==> config.mk <==
export PLATFORM = sky130hd
export DESIGN_NAME = dev2mem_dma
export DESIGN_NICKNAME = d
export VERILOG_FILES = /design/src/rtl/dma_pkg.sv /design/src/rtl/dma_control.sv /design/src/rtl/dma_datapath.sv /design/src/rtl/dev2mem_dma.sv
export SDC_FILE = /design/constraint.sdc
export NUM_CORES = 1
export LEC_CHECK = 0
export CORE_MARGIN = 2
export CORE_UTILIZATION = 45
export DETAILED_ROUTE_END_ITERATION = 8
export PLACE_DENSITY = 0.93
export SETUP_SLACK_MARGIN = 0.3
export SLEW_MARGIN = 20
export SYNTH_ARGS = -nofsm -noshare
export SYNTH_HDL_FRONTEND = slang
export SYNTH_SLANG_ARGS = --single-unit
==> constraint.sdc <==
create_clock -name clk -period 2.9 [get_ports clk]
set_clock_uncertainty 0.05 [all_clocks]
set_input_delay 0.29 -clock clk [delete_from_list [all_inputs] [get_ports clk]]
set_output_delay 0.29 -clock clk [all_outputs]
set_load 0.02 [all_outputs]
==> src/rtl/dma_pkg.sv <==
package dma_pkg;
  localparam logic [1:0] REG_BASE   = 2'd0;
  localparam logic [1:0] REG_COUNT  = 2'd1;
  localparam logic [1:0] REG_CMD    = 2'd2;
  localparam logic [1:0] REG_STATUS = 2'd3;

  typedef struct packed {
    logic launch;
    logic step;
    logic endOk;
    logic endErr;
    logic issue;
    logic active;
  } ctlStrobes_t;

  typedef enum logic [1:0] {
    ST_IDLE = 2'd0,
    ST_MOVE = 2'd1,
    ST_WAIT = 2'd2
  } dmaState_t;
endpackage

==> src/rtl/dma_control.sv <==
module dma_control
  import dma_pkg::*;
(
  input  logic        clk,
  input  logic        rstN,
  input  logic        goReq,
  input  logic        cfgBad,
  input  logic        cfgZero,
  input  logic        remZero,
  input  logic        selValid,
  input  logic        memReqReady,
  input  logic        memRspValid,
  input  logic        memRspErr,
  output ctlStrobes_t strb
);
  dmaState_t state, nxtState;

  always_comb begin
    strb = '0;
    nxtState = state;
    strb.active = (state != ST_IDLE);
    strb.issue = (state == ST_MOVE);
    unique case (state)
      ST_IDLE: begin
        if (goReq) begin
          if (cfgBad) begin
            strb.endErr = 1'b1;
          end else if (cfgZero) begin
            strb.endOk = 1'b1;
          end else begin
            strb.launch = 1'b1;
            nxtState = ST_MOVE;
          end
        end
      end
      ST_MOVE: begin
        if (selValid && memReqReady) begin
          strb.step = 1'b1;
          nxtState = ST_WAIT;
        end
      end
      ST_WAIT: begin
        if (memRspValid) begin
          if (memRspErr) begin
            strb.endErr = 1'b1;
            nxtState = ST_IDLE;
          end else if (remZero) begin
            strb.endOk = 1'b1;
            nxtState = ST_IDLE;
          end else begin
            nxtState = ST_MOVE;
          end
        end
      end
      default: nxtState = ST_IDLE;
    endcase
  end

  always_ff @(posedge clk or negedge rstN) begin
    if (!rstN) state <= ST_IDLE;
    else       state <= nxtState;
  end

  AST_ERR_STOPS: assert property (@(posedge clk) disable iff (!rstN)
    (state == ST_WAIT && memRspValid && memRspErr) |=> !strb.active);
endmodule

==> src/rtl/dma_datapath.sv <==
module dma_datapath
  import dma_pkg::*;
#(
  parameter int ADDR_W     = 32,
  parameter int DATA_W     = 32,
  parameter int CNT_W      = 16,
  parameter int NUM_SRC    = 2,
  parameter int PAGE_BYTES = 4096
) (
  input  logic                      clk,
  input  logic                      rstN,
  input  logic                      regWrEn,
  input  logic [1:0]                regAddr,
  input  logic [DATA_W-1:0]         regWrData,
  output logic [DATA_W-1:0]         regRdData,
  input  logic [NUM_SRC-1:0]        srcValid,
  input  logic [NUM_SRC*DATA_W-1:0] srcData,
  output logic [NUM_SRC-1:0]        srcReady,
  input  logic                      memReqReady,
  output logic                      memReqValid,
  output logic [ADDR_W-1:0]         memReqAddr,
  output logic [DATA_W-1:0]         memReqData,
  output logic                      memReqLast,
  output logic                      irq,
  input  ctlStrobes_t               strb,
  output logic                      goReq,
  output logic                      cfgBad,
  output logic                      cfgZero,
  output logic                      remZero,
  output logic                      selValid
);
  localparam int WORD_BYTES = DATA_W / 8;
  localparam int WORD_LSB   = $clog2(WORD_BYTES);
  localparam int PAGE_LSB   = $clog2(PAGE_BYTES);
  localparam int SEL_W      = (NUM_SRC > 1) ? $clog2(NUM_SRC) : 1;

  logic [ADDR_W-1:0] baseReg, curAddr;
  logic [CNT_W-1:0]  countReg, remBytes;
  logic              cmdEn, cmdIrq, doneBit, errBit;
  logic [SEL_W-1:0]  cmdSel;
  logic [NUM_SRC-1:0] hit;
  logic [DATA_W-1:0] selData;
  logic              pageEnd;

  wire wrIdle = regWrEn && !strb.active;

  // source selection
  for (genvar g = 0; g < NUM_SRC; g++) begin : g_src
    assign hit[g] = (cmdSel == SEL_W'(g));
    assign srcReady[g] = strb.issue && hit[g] && memReqReady;
  end

  always_comb begin
    selData = '0;
    for (int i = 0; i < NUM_SRC; i++)
      selData = selData | (srcData[i*DATA_W +: DATA_W] & {DATA_W{hit[i]}});
  end

  assign selValid    = |(srcValid & hit);
  assign goReq       = wrIdle && (regAddr == REG_CMD) && regWrData[0];
  assign cfgBad      = (baseReg[WORD_LSB-1:0] != '0) || (countReg[WORD_LSB-1:0] != '0);
  assign cfgZero     = (countReg == '0);
  assign remZero     = (remBytes == '0);
  assign pageEnd     = &curAddr[PAGE_LSB-1:WORD_LSB];
  assign memReqValid = strb.issue && selValid;
  assign memReqAddr  = curAddr;
  assign memReqData  = selData;
  assign memReqLast  = pageEnd || (remBytes == CNT_W'(WORD_BYTES));
  assign irq         = cmdIrq && (doneBit || errBit);

  // configuration registers
  always_ff @(posedge clk or negedge rstN) begin
    if (!rstN) begin
      baseReg  <= '0;
      countReg <= '0;
      cmdEn    <= 1'b0;
      cmdIrq   <= 1'b0;
      cmdSel   <= '0;
    end else begin
      if (wrIdle && regAddr == REG_BASE)  baseReg  <= regWrData[ADDR_W-1:0];
      if (wrIdle && regAddr == REG_COUNT) countReg <= regWrData[CNT_W-1:0];
      if (wrIdle && regAddr == REG_CMD) begin
        cmdEn  <= regWrData[0];
        cmdIrq <= regWrData[1];
        cmdSel <= regWrData[2 +: SEL_W];
      end
      if (strb.endOk || strb.endErr) cmdEn <= 1'b0;
    end
  end

  // status flags: set wins over write-one-to-clear
  always_ff @(posedge clk or negedge rstN) begin
    if (!rstN) begin
      doneBit <= 1'b0;
      errBit  <= 1'b0;
    end else begin
      if (regWrEn && regAddr == REG_STATUS && regWrData[0]) doneBit <= 1'b0;
      if (regWrEn && regAddr == REG_STATUS && regWrData[1]) errBit  <= 1'b0;
      if (strb.endOk)  doneBit <= 1'b1;
      if (strb.endErr) errBit  <= 1'b1;
    end
  end

  // working address and remaining byte count
  always_ff @(posedge clk or negedge rstN) begin
    if (!rstN) begin
      curAddr  <= '0;
      remBytes <= '0;
    end else if (strb.launch) begin
      curAddr  <= baseReg;
      remBytes <= countReg;
    end else if (strb.step) begin
      curAddr  <= curAddr + ADDR_W'(WORD_BYTES);
      remBytes <= remBytes - CNT_W'(WORD_BYTES);
    end
  end

  always_comb begin
    unique case (regAddr)
      REG_BASE:  regRdData = DATA_W'(baseReg);
      REG_COUNT: regRdData = DATA_W'(countReg);
      REG_CMD:   regRdData = DATA_W'({cmdSel, cmdIrq, cmdEn});
      default:   regRdData = DATA_W'({strb.active, errBit, doneBit});
    endcase
  end

  AST_ONE_IN_FLIGHT: assert property (@(posedge clk) disable iff (!rstN)
    (memReqValid && memReqReady) |=> !memReqValid);
  AST_CFG_FROZEN: assert property (@(posedge clk) disable iff (!rstN)
    (strb.active && $past(strb.active)) |-> ($stable(baseReg) && $stable(countReg)));
  AST_SEG_BOUND: assert property (@(posedge clk) disable iff (!rstN)
    (strb.step && !memReqLast) |=> (curAddr[PAGE_LSB-1:0] != '0));
  AST_EN_CLEARS: assert property (@(posedge clk) disable iff (!rstN)
    $fell(strb.active) |-> !cmdEn);
  AST_BAD_NOSTART: assert property (@(posedge clk) disable iff (!rstN)
    (goReq && cfgBad) |=> (!strb.active && errBit && !cmdEn));
endmodule

==> src/rtl/dev2mem_dma.sv <==
module dev2mem_dma
  import dma_pkg::*;
#(
  parameter int ADDR_W     = 32,
  parameter int DATA_W     = 32,
  parameter int CNT_W      = 16,
  parameter int NUM_SRC    = 2,
  parameter int PAGE_BYTES = 4096
) (
  input  logic                      clk,
  input  logic                      rstN,
  input  logic                      regWrEn,
  input  logic [1:0]                regAddr,
  input  logic [DATA_W-1:0]         regWrData,
  output logic [DATA_W-1:0]         regRdData,
  input  logic [NUM_SRC-1:0]        srcValid,
  input  logic [NUM_SRC*DATA_W-1:0] srcData,
  output logic [NUM_SRC-1:0]        srcReady,
  output logic                      memReqValid,
  input  logic                      memReqReady,
  output logic [ADDR_W-1:0]         memReqAddr,
  output logic [DATA_W-1:0]         memReqData,
  output logic                      memReqLast,
  input  logic                      memRspValid,
  input  logic                      memRspErr,
  output logic                      irq
);
  ctlStrobes_t strb;
  logic goReq, cfgBad, cfgZero, remZero, selValid;

  dma_control u_control (
    .clk(clk), .rstN(rstN), .goReq(goReq), .cfgBad(cfgBad), .cfgZero(cfgZero),
    .remZero(remZero), .selValid(selValid), .memReqReady(memReqReady),
    .memRspValid(memRspValid), .memRspErr(memRspErr), .strb(strb)
  );

  dma_datapath #(
    .ADDR_W(ADDR_W), .DATA_W(DATA_W), .CNT_W(CNT_W),
    .NUM_SRC(NUM_SRC), .PAGE_BYTES(PAGE_BYTES)
  ) u_datapath (
    .clk(clk), .rstN(rstN), .regWrEn(regWrEn), .regAddr(regAddr),
    .regWrData(regWrData), .regRdData(regRdData), .srcValid(srcValid),
    .srcData(srcData), .srcReady(srcReady), .memReqReady(memReqReady),
    .memReqValid(memReqValid), .memReqAddr(memReqAddr), .memReqData(memReqData),
    .memReqLast(memReqLast), .irq(irq), .strb(strb), .goReq(goReq),
    .cfgBad(cfgBad), .cfgZero(cfgZero), .remZero(remZero), .selValid(selValid)
  );
endmodule

== Word level (Yosys, flattened, before mapping) ==
Index checks and enable logic that the tools add are counted.
Word-level totals
  register bits after elaboration: 103
  input port bits: 106
  output and inout port bits: 101
  logic and storage cells: 96
Cells by class
  add/subtract/negate cells: 2
  eq/ne operators: 11
  muxes and demuxes: 34
  bitwise operators: 5
  reductions and logical operators: 34
Operator list (count)
  case mux 32 bit (3 select lines): 1
  AND 32 bit: 2
  2-to-1 mux 32 bit: 2
  adder 32 x 3 -> 32 bit (second input constant): 1
  logical NOT 16 bit: 2
  2-to-1 mux 16 bit: 2
  OR 32 bit: 1
  2-to-1 mux 1 bit: 19
  equality test 16 x 3 -> 1 bit (second input constant): 1
  2-to-1 mux 2 bit: 8
  subtractor 16 x 3 -> 16 bit (second input constant): 1
  logical AND 1 bit: 15
  nonzero test 2 bit: 7
  inequality test 2 bit (second input constant): 5
  AND reduction 10 bit: 1
  equality test 2 bit (second input constant): 3
  case mux 2 bit (3 select lines): 1
  AND reduction 5 bit: 1
  equality test 2 x 1 -> 1 bit (second input constant): 2
  logical NOT 2 bit: 2
  logical OR 1 bit: 4
  case mux 2 bit (2 select lines): 1
  AND 2 bit: 1
  OR reduction 2 bit: 1
  2 further kinds: 2

== Depth between registers and ports, before layout ==
Gate-level depths: netlist of run 1.
  depth in word-level cells: 9
  gate-level depth with buffers: 8
  mapped depth without buffers: 7

== By module ==
A second synthesis of run 1 with hierarchy kept.
Second synthesis, totals
  cells, all modules: 529
  area, all modules: 5729.2 um2
Modules (own cells, without submodules)
  dma_datapath: instances 1, cells an instance 508, area an instance 5547.8 um2, seq. area each 2527.4 um2
  dma_control: instances 1, cells an instance 21, area an instance 181.4 um2, seq. area each 50.0 um2

== Worst setup path before layout of run 1 ==
Ideal clock, no wire load.
  path type: register -> register
  start point: reg u_datapath.curAddr[2] (netlist: u_datapath.memReqAddr[2])
  end point: reg u_datapath.curAddr[28] (netlist: u_datapath.memReqAddr[28])
  setup time: 0.124 ns
  data arrival time: 2.094 ns
  data required time: 2.726 ns
  setup slack: 0.632 ns
  cell stages (with the launch flop): 7
  path buffers: 0
  clock period less this slack: 2.268 ns
  path through: dfrtp_1 ha_1 nand3_1 nor4_2 nand3_1 o211a_1 a211o_1
On the way
  word-level cells in the longest chain between the ends: 3
RTL lines
  from (decl): RTL line dma_datapath.sv:37  | logic [ADDR_W-1:0] baseReg, curAddr;
  from (signal assigned): RTL line dma_datapath.sv:110  | curAddr <= baseReg;
  from (signal assigned): RTL line dma_datapath.sv:113  | curAddr <= curAddr + ADDR_W'(WORD_BYTES);
  adder 32 x 3 -> 32 bit: RTL line dma_datapath.sv:113
  2-to-1 mux 32 bit: RTL line dma_datapath.sv:112  | end else if (strb.step) begin
  2-to-1 mux 32 bit: RTL line dma_datapath.sv:109  | end else if (strb.launch) begin
No other way between the ends. The select of a mux whose other input is x is not followed.
A chain may end at the register's enable or synchronous reset.

== Worst setup path in the final report of run 1 ==
  start point: reg u_control.state[0]
  end point: out regRdData[2]
On the way
  word-level cells in the longest chain between the ends: 2
RTL lines
  from (decl): RTL line dma_control.sv:16  | dmaState_t state, nxtState;
  from (signal assigned): RTL line dma_control.sv:61  | else state <= nxtState;
  nonzero test 2 bit: RTL line dma_control.sv:21  | strb.active = (state != ST_IDLE);
  case mux 32 bit (3 select lines): RTL line dma_datapath.sv:119  | unique case (regAddr)
  to (decl): RTL line dev2mem_dma.sv:15  | output logic [DATA_W-1:0] regRdData,
No other way between the ends.

==> parameters.txt, run 1 <==
Parameter                              Value

Outcome
  Status ... complete, but fails checks
  Failing checks ... hold timing

Global routing
  Initial antenna violation count ... 0
  Wire length of the first global-routing pass ... 28,600 um
  GRT Total Usage ... 27.1%
  Vias in the first global route ... 5,449
  Overflow after GRT ... 0
  Largest net degree at the start of global routing ... 61

Setup path
  Setup Crit Path Kind ... flop to primary output
  Largest fanout on the critical path ... 7
  Nature of the critical path startpoint ... flop
  Depth of the worst register-to-register path ... 6
  WP data arrival ... 2.13 ns
  Endpoint class of the critical path ... primary output
  Endpoint required time on the critical path ... 2.56 ns
  Slack of the worst reg-to-reg path ... 0.49 ns

Clocking
  Worst-Skew Late Latency ... 0.35 ns
  Max H-tree Level ... 3
  Post-cts hold buffer count ... 0
  Number of clock buffers inserted by TritonCTS ... 9
  Post-CTS setup-driven buffer insertion count ... 0
  Clock net sink count ... 103
  Clock transition at the register clock pins on the worst setup and hold paths after CTS ... 0.07 ns
  Max Root-Sink Buffers ... 2
  CTS root buffer ... sky130_fd_sc_hd__clkbuf_16
  CTS tree ... built

Placement
  Area after detailed placement ... 8080 um2
  Number of port buffers ... 206
  Placer Congestion ... 0.900
  Dpl hpwl ... 13,100 um
  Worst setup slack before clock tree synthesis ... 0.327 ns

Yosys
  Number of enable flip-flop cells after synthesis ... 0
  Combined area of all synthesized cells ... 5710 um2
  Async S/R FF share, synth ... 100%
  Mux cell area share after synthesis ... 19.8%
  Synthesized flop and latch total ... 103
  Portion of synthesized cell area occupied by the leading cell type ... 45.1%
  Number of nets produced by synthesis ... 670
  Post-Synth XOR/XNOR Area ... 0.767%
  Largest family of logic cells by synthesized area ... simple AND/OR/NAND/NOR gates
  Fraction of the mapped netlist area in compound gates ... 10.6%
  Post-synthesis instance total ... 560
  Main flop type after synthesis ... sky130_fd_sc_hd__dfrtp_1
  Post-synthesis adder-cell area fraction ... 0.876%
  Share of synthesized area occupied by flip-flops and latches ... 45.1%
  Most area-consuming cells after synthesis ... sky130_fd_sc_hd__dfrtp_1, sky130_fd_sc_hd__mux2_2, sky130_fd_sc_hd__nand2_1
  Number of warning messages in the yosys log ... 0
  Avg Synthesized Cell Area ... 10.2 um2
  Dominant cell type by area after synthesis ... sky130_fd_sc_hd__dfrtp_1
  Number of library cell types mapped by synthesis ... 57
  Area fraction in and, or, nand and nor cells after synthesis ... 20.0%

Detailed routing
  Iteration-0 DRC Markers ... 715
  DRC violations left ... 0
  Vias after detailed routing ... 5,632
  Routed wire length on met2 ... 8770 um
  Met1 wire length ... 7340 um
  Wire length on met3 ... 1520 um
  Max Used Layer ... met5
  Number of nets with antenna violations after detailed routing ... 0
  Vias/cell ... 5.93
  Final wirelength ... 18,300 um
  WL per Instance ... 19.3 um
  First-pass iteration count of the detailed router ... 6

Pwr
  Power, Total ... 6.35 mW
  Power density over the cells ... 754 nW/um2
  Leakage power figure ... 3.52 nW
  Peak ir drop on the vdd network ... 0.403 mV

Final layout
  Final core utilization ... 67.4%
  Count of nets after finishing ... 882
  Post-route design area ... 8430 um2
  Commonest cells after routing, fill and taps aside ... sky130_fd_sc_hd__clkdlybuf4s50_1, sky130_fd_sc_hd__dfrtp_1, sky130_fd_sc_hd__mux2_2
  Commonest non-fill, non-tap cell in the layout ... sky130_fd_sc_hd__clkdlybuf4s50_1
  Ant diodes ... 0
  Share of final-layout standard cells stronger than drive strength 1 ... 18.0%
  Layout overhead on the synthesized area ... 47.6%

STA
  Setup repair after global routing missed its margin ... no
  Hold Slack ... -0.0421 ns
  Total Neg Setup Slack ... 0 ns
  Setup ws final ... 0.432 ns
  Final critical path time including I/O delays and setup ... 2.47 ns
  Ratio of final minimum period to clock period ... 85.1%
  Tightest Pin Transition ... 0.791 ns
  Final Setup Violations ... 0
  Count of endpoints failing hold in the final timing report ... 32
  Tightest slew margin relative to the limit ... 47.3%
  Number of pins exceeding their max-slew limit in the final report ... 0
  F_max ... 405 MHz

Job
  Max-capacitance violation count ... 0

Floorplanning
  # IOs ... 207
  Die width ... 117 um
  Die area ... 13,600 um2
  Cell Rows ... 41
  Initial core utilization ... 45.6%
  DIE HEIGHT ... 117 um
  Core ar. ... 12,500 um2

Hold path
  Class of the most critical hold timing path ... input pin to async pin
==> area by class of cell <==
class | count | area (um2)
clock buffer | 10 | 229
clock inverter | 6 | 92.6
fill | 923 | 4090
inverter | 7 | 26.3
multi-input combinational | 419 | 3010
sequential | 103 | 2580
tap | 172 | 215
timing repair buffer | 232 | 2280
==> power breakdown <==
group / leakage (nW) / total [mW] / switching (mW) / internal, mW
registers: 1.30 / 2.52 / 0.616 / 1.90
logic: 2.07 / 2.51 / 1.18 / 1.33
clock network: 0.150 / 1.32 / 0.557 / 0.764
==> worst max-delay path, stage by stage (launching register included) <==
cell,delay (ns)
sky130_fd_sc_hd__dfrtp_1,0.44
sky130_fd_sc_hd__or2_2,0.31
sky130_fd_sc_hd__mux4_2,0.47
sky130_fd_sc_hd__clkdlybuf4s50_1,0.57
==> path summary, 6_finish.rpt <==
check                                         startpoint                        end
worst max register to register         u_datapath.cmdSel   u_datapath.memReqAddr[5]
worst min register to register  u_datapath.memReqAddr[1]   u_datapath.memReqAddr[1]
worst max-delay path                  u_control.state[0]               regRdData[2]
worst min-delay path                                rstN     u_datapath.baseReg[16]
min in group clk                              regAddr[0]         u_datapath.doneBit
max in group asynchronous                           rstN  u_datapath.memReqAddr[26]
==> registers in the layout, indices dropped and copies added (netlist names) <==
signal	count
u_datapath.cmdIrq	1
u_datapath.remBytes	16
u_datapath.memReqAddr	32
u_control.state	2
u_datapath.baseReg	32
u_datapath.cmdSel	1
u_datapath.doneBit	1
u_datapath.cmdEn	1
u_datapath.errBit	1
u_datapath.countReg	16
==> per-layer routing <==
layer	global-route usage, %	vias to the layer above
met5	1.85	-
met4	10.2	3
met3	6.64	63
met2	42.3	320
met1	36.6	2759
li1	-	2487
==> logic make-up (layout without fill, tap and decap cells) <==
logic type               Yosys count  count (layout)
multiplexers                      99              99
buffers and inverters             38             255
AND/OR/NAND/NOR                  222             222
flip-flops                       103             103
AO/OA/AOI/OAI                     89              89
XOR/XNOR                           5               5
adder cells (fa/ha/maj)            4               4
==> metrics by stage <==
stage	cells	hold WS, ns
final	949	-0.0421
after CTS	949	0.00669
after detailed placement	933	0.370
after global routing	949	0.0318
after floorplan	560	-0.0556
after global placement	933	0.363
==> timing repair <==
item / CTS / global route
endpoints found under the setup margin: 2 / 26
gates resized for setup: 9 / 2
hold endpoints to repair: 0 / 0
==> Yosys cell counts (all sizes together) (3+ instances only) <==
master  count
nor3        9
inv         7
a21oi       9
nor3b       4
clkbuf     17
o311ai      5
nor4       14
mux4        3
a41oi       3
or4         3
and2       23
or3         6
nand3b      4
nor2       46
nand2      53
a22oi       7
nand3      25
o211ai      7
o21ai      29
mux2i      14
a31oi       7
nand4      18
a221o       4
a21o        3
mux2       82
dfrtp     103
nand2b      4
xor2        3
and3        6
ha          4
buf        14
Note: power is estimated with default switching activity, not from simulation.
==> run 2, diff against run 1 <==
==> constraint.sdc (replaced) <==
create_clock -name clk -period 3.14 [get_ports clk]
set_clock_uncertainty 0.05 [all_clocks]
set_input_delay 0.314 -clock clk [delete_from_list [all_inputs] [get_ports clk]]
set_output_delay 0.314 -clock clk [all_outputs]
set_load 0.02 [all_outputs]
==> parameters.txt, run 2 (synthesis gave the netlist of run 1 again) <==
Parameter                              Value

Pwr
  Net switching power ... 2.19 mW (-6.9%)
  Leakage power figure ... 3.50 nW (-0.38%)
  Proportion of power drawn by the clock network ... 20.7% (about the same)
  Peak ir drop on the vdd network ... 0.374 mV (-7.1%)
  Sequential Power Share ... 39.6% (about the same)
  Portion of total power attributed to combinational logic ... 39.7% (about the same)
  Internal Power ... 3.70 mW (-7.5%)
  Net switching share of the total power ... 37.2% (+0.15 points)
  Power density over the cells ... 701 nW/um2 (-6.9%)

Clocking
  CTS root buffer ... sky130_fd_sc_hd__clkbuf_16
  Number of clock buffers inserted by TritonCTS ... 9 (unchanged)
  Clock net sink count ... 103 (unchanged)
  Clock transition at the register clock pins on the worst setup and hold paths after CTS ... 0.06 ns (about the same)
  Worst-Skew Late Latency ... 0.35 ns (about the same)
  CTS tree ... built
  Max Root-Sink Buffers ... 2 (unchanged)
  Max H-tree Level ... 3 (unchanged)

Placement
  Worst setup slack before clock tree synthesis ... 0.453 ns (+0.126 ns)
  Dpl hpwl ... 13,000 um (-0.74%)
  Placer Congestion ... 0.892 (-0.96%)
  Number of port buffers ... 206 (unchanged)

Detailed routing
  Met1 wire length ... 7370 um (+0.38%)
  Vias/cell ... 6.01 (+1.3%)
  Iteration-0 DRC Markers ... 795 (+11%)
  Number of nets with antenna violations after detailed routing ... 0 (unchanged)
  WL per Instance ... 19.8 um (+2.6%)
  Max Used Layer ... met4
  Routed wire length on met2 ... 9060 um (+3.3%)
  Vias after detailed routing ... 5,673 (+0.73%)
  Wire length on met3 ... 1610 um (+5.7%)
  First-pass iteration count of the detailed router ... 5 (-1)
  Final wirelength ... 18,700 um (+2.1%)
  DRC violations left ... 0 (unchanged)

Setup path
  Endpoint required time on the critical path ... 2.78 ns (+0.22 ns)
  Largest fanout on the critical path ... 11 (+4)
  Crit path capture ... regRdData[2]
  Critical R2R Launch ... u_datapath.cmdSel
  Nature of the critical path startpoint ... input pin
  Slack of the worst reg-to-reg path ... 0.55 ns (+0.06 ns)
  Setup Crit Path Kind ... input pin to primary output
  Start point of the critical path ... regAddr[0]
  WP data arrival ... 2.28 ns (+0.15 ns)
  R2r endpoint ... u_datapath.memReqAddr[7]
  Endpoint class of the critical path ... primary output
  Depth of the worst register-to-register path ... 7 (+1)

STA
  Count of endpoints failing hold in the final timing report ... 0 (-100%)
  Final critical path time including I/O delays and setup ... 2.65 ns
  Setup repair after global routing missed its margin ... no
  Hold Slack ... 0.383 ns (+0.425 ns)
  Setup ws final ... 0.493 ns (+0.0603 ns)
  Tightest slew margin relative to the limit ... 45.5% (-1.8 points)
  Ratio of final minimum period to clock period ... 84.3%
  Number of pins exceeding their max-slew limit in the final report ... 0 (unchanged)
  Tightest Pin Transition ... 0.811 ns (+0.0200 ns)
  Total Neg Setup Slack ... 0 ns (unchanged)
  Final Setup Violations ... 0 (unchanged)
  F_max ... 378 MHz

Global routing
  Wire length of the first global-routing pass ... 29,200 um (+1.9%)
  GRT Total Usage ... 27.9% (+0.80 points)
  Initial antenna violation count ... 0 (unchanged)
  Largest net degree at the start of global routing ... 75 (+23%)
  Vias in the first global route ... 5,391 (-1.1%)
  Overflow after GRT ... 0 (unchanged)

Floorplanning
  Die area ... 13,600 um2 (unchanged)
  Core ar. ... 12,500 um2 (unchanged)
  Initial core utilization ... 45.6% (unchanged)
  Die width ... 117 um (unchanged)
  Cell Rows ... 41 (unchanged)
  # IOs ... 207 (unchanged)
  DIE HEIGHT ... 117 um (unchanged)

Job
  Max-capacitance violation count ... 0 (unchanged)

Final layout
  Commonest non-fill, non-tap cell in the layout ... sky130_fd_sc_hd__clkdlybuf4s50_1
  Layout overhead on the synthesized area ... 47.1%
  Share of final-layout standard cells stronger than drive strength 1 ... 17.2% (-0.79 points)
  Ant diodes ... 0 (unchanged)
  Commonest cells after routing, fill and taps aside ... sky130_fd_sc_hd__clkdlybuf4s50_1, sky130_fd_sc_hd__dfrtp_1, sky130_fd_sc_hd__mux2_2
  Count of nets after finishing ... 878 (-0.45%)
  Fill cell count ... 921 (-0.22%)

Outcome
  Status ... finished clean

Hold path
  Class of the most critical hold timing path ... input pin to async pin
==> run 2: cell types whose count changed in the layout (fill, tap and decap cells not counted), sizes merged <==
cell,previous run,this run
dlygate4sd3,0,1
inv,9,7
clkdlybuf4s50,203,204
clkinvlp,2,3
dlygate4sd2,1,0
buf,27,22
==> run 2: timing repair <==
action | in CTS | in global routing
endpoints found under the setup margin | 1 | 1
setup buffers | 0 | 1
gates cloned | 0 | 0
resized for setup | 6 | 2
pin swaps | 0 | 1
endpoints found under the hold margin | 29 | 0
hold buffers | 1 | 0
==> run 2: through the flow <==
stage                     util, %  cells  total power, mW  cell area, um2
after global placement       64.2    927             4.51            8030
after detailed placement     64.2    927             4.58            8030
final                        67.1    944             5.89            8400
after CTS                    67.0    943             5.86            8390
after floorplan                 -    560             3.44            5710
after global routing         67.1    944             6.16            8400
==> run 2: area by class of cell <==
class,count,area (um2),share of cell area (%)
flip-flops and latches,103,2580,30.7
inverters,7,26.3,0.313
well taps,172,215,2.56
repair buffers,228,2250,26.8
multi-input cells,419,3010,35.8
clock inverters,5,82.6,0.983
clock buffers,10,239,2.84
==> run 2: how the worst min path moves through the flow <==
| stage | startpoint | end |
|---|---|---|
| 6_report | rstN | u_datapath.baseReg[24] |
| 5_1_grt | rstN | u_datapath.countReg[15] |
| 4_1_cts | rstN | u_datapath.baseReg[24] |
| 3_5_place_dp | rstN | u_datapath.baseReg[24] |
| 3_3_place_gp | rstN | u_datapath.baseReg[24] |
| 2_1_floorplan | rstN | u_control.state[0] |
==> run 2: layer usage <==
layer | vias up | track usage [%]
li1 | 2482 | -
met5 | - | 0
met4 | 0 | 10.2
met2 | 355 | 44.0
met3 | 59 | 5.24
met1 | 2777 | 38.7
==> run 2: critical path: stages <==
cell	delay [ns]
sky130_fd_sc_hd__clkdlybuf4s50_1	0.82
sky130_fd_sc_hd__mux4_2	0.57
sky130_fd_sc_hd__clkdlybuf4s50_1	0.57
==> run 2: power by group through the flow <==
stage               clock network (mW)  registers, mW  logic, mW
floorplan                            0           2.25       1.18
finish                            1.22           2.33       2.34
global placement                     0           2.28       2.23
global route                      1.27           2.38       2.51
detailed placement                   0           2.29       2.29
CTS                               1.21           2.30       2.35
==> run 3, diff against run 2 <==
--- a/config.mk
+++ b/config.mk
@@ -6,9 +6,9 @@
 export NUM_CORES = 1
 export LEC_CHECK = 0
 export CORE_MARGIN = 2
-export CORE_UTILIZATION = 45
+export CORE_UTILIZATION = 41
 export DETAILED_ROUTE_END_ITERATION = 8
-export PLACE_DENSITY = 0.93
+export PLACE_DENSITY = 0.89
 export SETUP_SLACK_MARGIN = 0.3
 export SLEW_MARGIN = 20
 export SYNTH_ARGS = -nofsm -noshare
==> constraint.sdc (replaced) <==
create_clock -name clk -period 2.3 [get_ports clk]
set_clock_uncertainty 0.05 [all_clocks]
set_input_delay 0.23 -clock clk [delete_from_list [all_inputs] [get_ports clk]]
set_output_delay 0.23 -clock clk [all_outputs]
set_load 0.02 [all_outputs]
==> parameters.txt, run 3 (synthesis gave the netlist of run 1 again) <==
Parameter                              Value

Setup path
  Critical Path Max Stage Delay ... 0.49 ns (-0.33 ns)
  Setup Crit Path Kind ... flop to flop
  Endpoint required time on the critical path ... 2.48 ns (-0.30 ns)
  Nature of the critical path startpoint ... flop
  Endpoint class of the critical path ... flop
  Largest fanout on the critical path ... 8 (-3)
  WP data arrival ... 2.44 ns (+0.16 ns)
  Critical path cell sequence ... nor4_4, nand4_1, buf_6, a31oi_4, buf_12, buf_8, o21ai_0, o311ai_1
  Highest-delay cell along the critical path ... sky130_fd_sc_hd__dfrtp_2

Detailed routing
  Vias after detailed routing ... 6,275 (+11%)
  First-pass iteration count of the detailed router ... 7 (+2)
  Iteration-0 DRC Markers ... 829 (+4.3%)
  Number of nets with antenna violations after detailed routing ... 0 (unchanged)
  Vias/cell ... 6.18 (+2.9%)
  DRC violations left ... 0 (unchanged)
  Final wirelength ... 23,700 um (+27%)
  WL per Instance ... 23.3 um (+18%)

Final layout
  Layout overhead on the synthesized area ... 62.0%
  Fill cell count ... 926 (+0.54%)
  Reg area ... 2590 um2 (+0.39%)
  Commonest cells after routing, fill and taps aside ... sky130_fd_sc_hd__clkdlybuf4s50_1, sky130_fd_sc_hd__dfrtp_1, sky130_fd_sc_hd__mux2_2
  Ant diodes ... 0 (unchanged)
  Share of final-layout standard cells stronger than drive strength 1 ... 30.1% (+13 points)
  Commonest non-fill, non-tap cell in the layout ... sky130_fd_sc_hd__clkdlybuf4s50_1
  Final standard cell count with taps included and fillers excluded ... 1,015 (+7.5%)
  Count of nets after finishing ... 940 (+7.1%)
  Multi-input gate area ... 3180 um2 (+5.7%)

Clocking
  Number of clock buffers inserted by TritonCTS ... 9 (unchanged)
  CTS root buffer ... sky130_fd_sc_hd__clkbuf_16
  Max Root-Sink Buffers ... 2 (unchanged)
  Worst-Skew Late Latency ... 0.36 ns (about the same)
  Clock transition at the register clock pins on the worst setup and hold paths after CTS ... 0.08 ns (+0.02 ns)
  Clock net sink count ... 103 (unchanged)
  Max H-tree Level ... 3 (unchanged)
  CTS tree ... built

Hold path
  Class of the most critical hold timing path ... input pin to async pin

STA
  Tightest slew margin relative to the limit ... 68.7% (+23 points)
  F_max ... 442 MHz
  Total Neg Setup Slack ... 0 ns (unchanged)
  Number of pins exceeding their max-slew limit in the final report ... 0 (unchanged)
  Ratio of final minimum period to clock period ... 98.4%
  Final Setup Violations ... 0 (unchanged)
  Count of endpoints failing hold in the final timing report ... 0 (unchanged)
  Tightest Pin Transition ... 0.469 ns (-0.342 ns)
  Setup repair after global routing missed its margin ... yes
  Final critical path time including I/O delays and setup ... 2.26 ns

Pwr
  Leakage power figure ... 4.06 nW (+16%)
  Peak ir drop on the vdd network ... 0.476 mV (+27%)
  Internal Power ... 5.32 mW (+44%)
  Sequential Power Share ... 36.7% (-2.9 points)
  Net switching power ... 3.43 mW (+56%)
  Power density over the cells ... 945 nW/um2 (+35%)
  Portion of total power attributed to combinational logic ... 43.6% (+3.9 points)
  Proportion of power drawn by the clock network ... 19.7% (-1.0 points)
  Net switching share of the total power ... 39.2% (+2.0 points)
  Power, Total ... 8.75 mW (+48%)

Floorplanning
  Core ar. ... 13,700 um2 (+9.6%)
  Die width ... 122 um (+4.6%)
  Cell Rows ... 43 (+4.9%)
  Die area ... 14,900 um2 (+9.4%)
  # IOs ... 207 (unchanged)
  Initial core utilization ... 41.6% (-4.0 points)
  DIE HEIGHT ... 122 um (+4.6%)

Global routing
  Wire length of the first global-routing pass ... 30,400 um (+4.0%)
  Overflow after GRT ... 0 (unchanged)
  Largest net degree at the start of global routing ... 46 (-39%)
  Vias in the first global route ... 5,769 (+7.0%)
  Initial antenna violation count ... 0 (unchanged)
  GRT Total Usage ... 26.4% (-1.5 points)

Placement
  Placed instance count ... 966 (+4.2%)
  Number of port buffers ... 206 (unchanged)
  Dpl hpwl ... 13,800 um (+6.1%)
  Placer Congestion ... 0.909 (+2.0%)

Outcome
  Status ... finished clean

Job
  Max-capacitance violation count ... 0 (unchanged)
-- run 3: what timing repair did --
| item | 4_1_cts | 5_1_grt |
|---|---|---|
| hold endpoints to repair | 32 | 0 |
| pin swaps | 6 | 33 |
| hold buffers | 1 | 0 |
| buffers inserted | 8 | 15 |
| gates resized for setup | 98 | 109 |
| endpoints found under the setup margin | 104 | 79 |
| gates cloned | 0 | 9 |
-- run 3: layout make-up --
cell class,count,share of cell area [%]
multi-input cells,419,34.4
repair buffers,290,31.4
flip-flops and latches,103,28.0
clock buffers,11,2.62
well taps,180,2.43
clock inverters,5,0.879
inverters,7,0.284
-- run 3: critical path: cells and delay by family (launching register included) --
kind,cells,cell delay [ns]
AOI/OAI and AO/OA,3,0.45
buffers and inverters,3,0.47
DFF,1,0.49
and+or+nand+nor,2,0.66
-- run 3: final timing paths --
check	startpoint	end	slack, ns	depth (start not counted)
min reg2reg	u_datapath.memReqAddr[0]	u_datapath.memReqAddr[0]	0.44	1
min	rstN	u_datapath.memReqAddr[17]	0.33	2
max	u_datapath.countReg[12]	u_datapath.memReqAddr[9]	0.04	8
min in group clk	regWrData[28]	u_datapath.baseReg[28]	0.43	2
max reg2reg	u_datapath.countReg[12]	u_datapath.memReqAddr[9]	0.04	8
max in group asynchronous	rstN	u_datapath.countReg[12]	1.11	3
-- run 3: power by group through the flow --
stage / sequential [mW] / combinational, mW / clock (mW)
2_1_floorplan: 3.08 / 1.62 / 0
3_3_place_gp: 3.05 / 3.31 / 0
3_5_place_dp: 3.07 / 3.38 / 0
4_1_cts: 3.06 / 3.36 / 1.68
5_1_grt: 3.25 / 3.99 / 1.79
6_report: 3.21 / 3.81 / 1.72
-- run 3: per-layer routing --
layer	GRT usage [%]	up-vias	part of all wire (%)
met5	0	-	0
met4	10.4	0	6.7
met3	6.13	143	11
met2	44.4	518	47
met1	32.8	2997	36
li1	-	2617	-
-- run 3: through the flow --
step           instance area [um2]  utilization (%)  hold WS [ns]  worst slack [ns]
6_report                      9250             67.4         0.325            0.0374
3_5_place_dp                  8370             61.0         0.164           0.00163
4_1_cts                       8770             63.9         0.332            0.0552
3_3_place_gp                  8370             61.0         0.158            0.0478
2_1_floorplan                 5730                -        -0.116             0.207
5_1_grt                       9250             67.4         0.383            0.0692
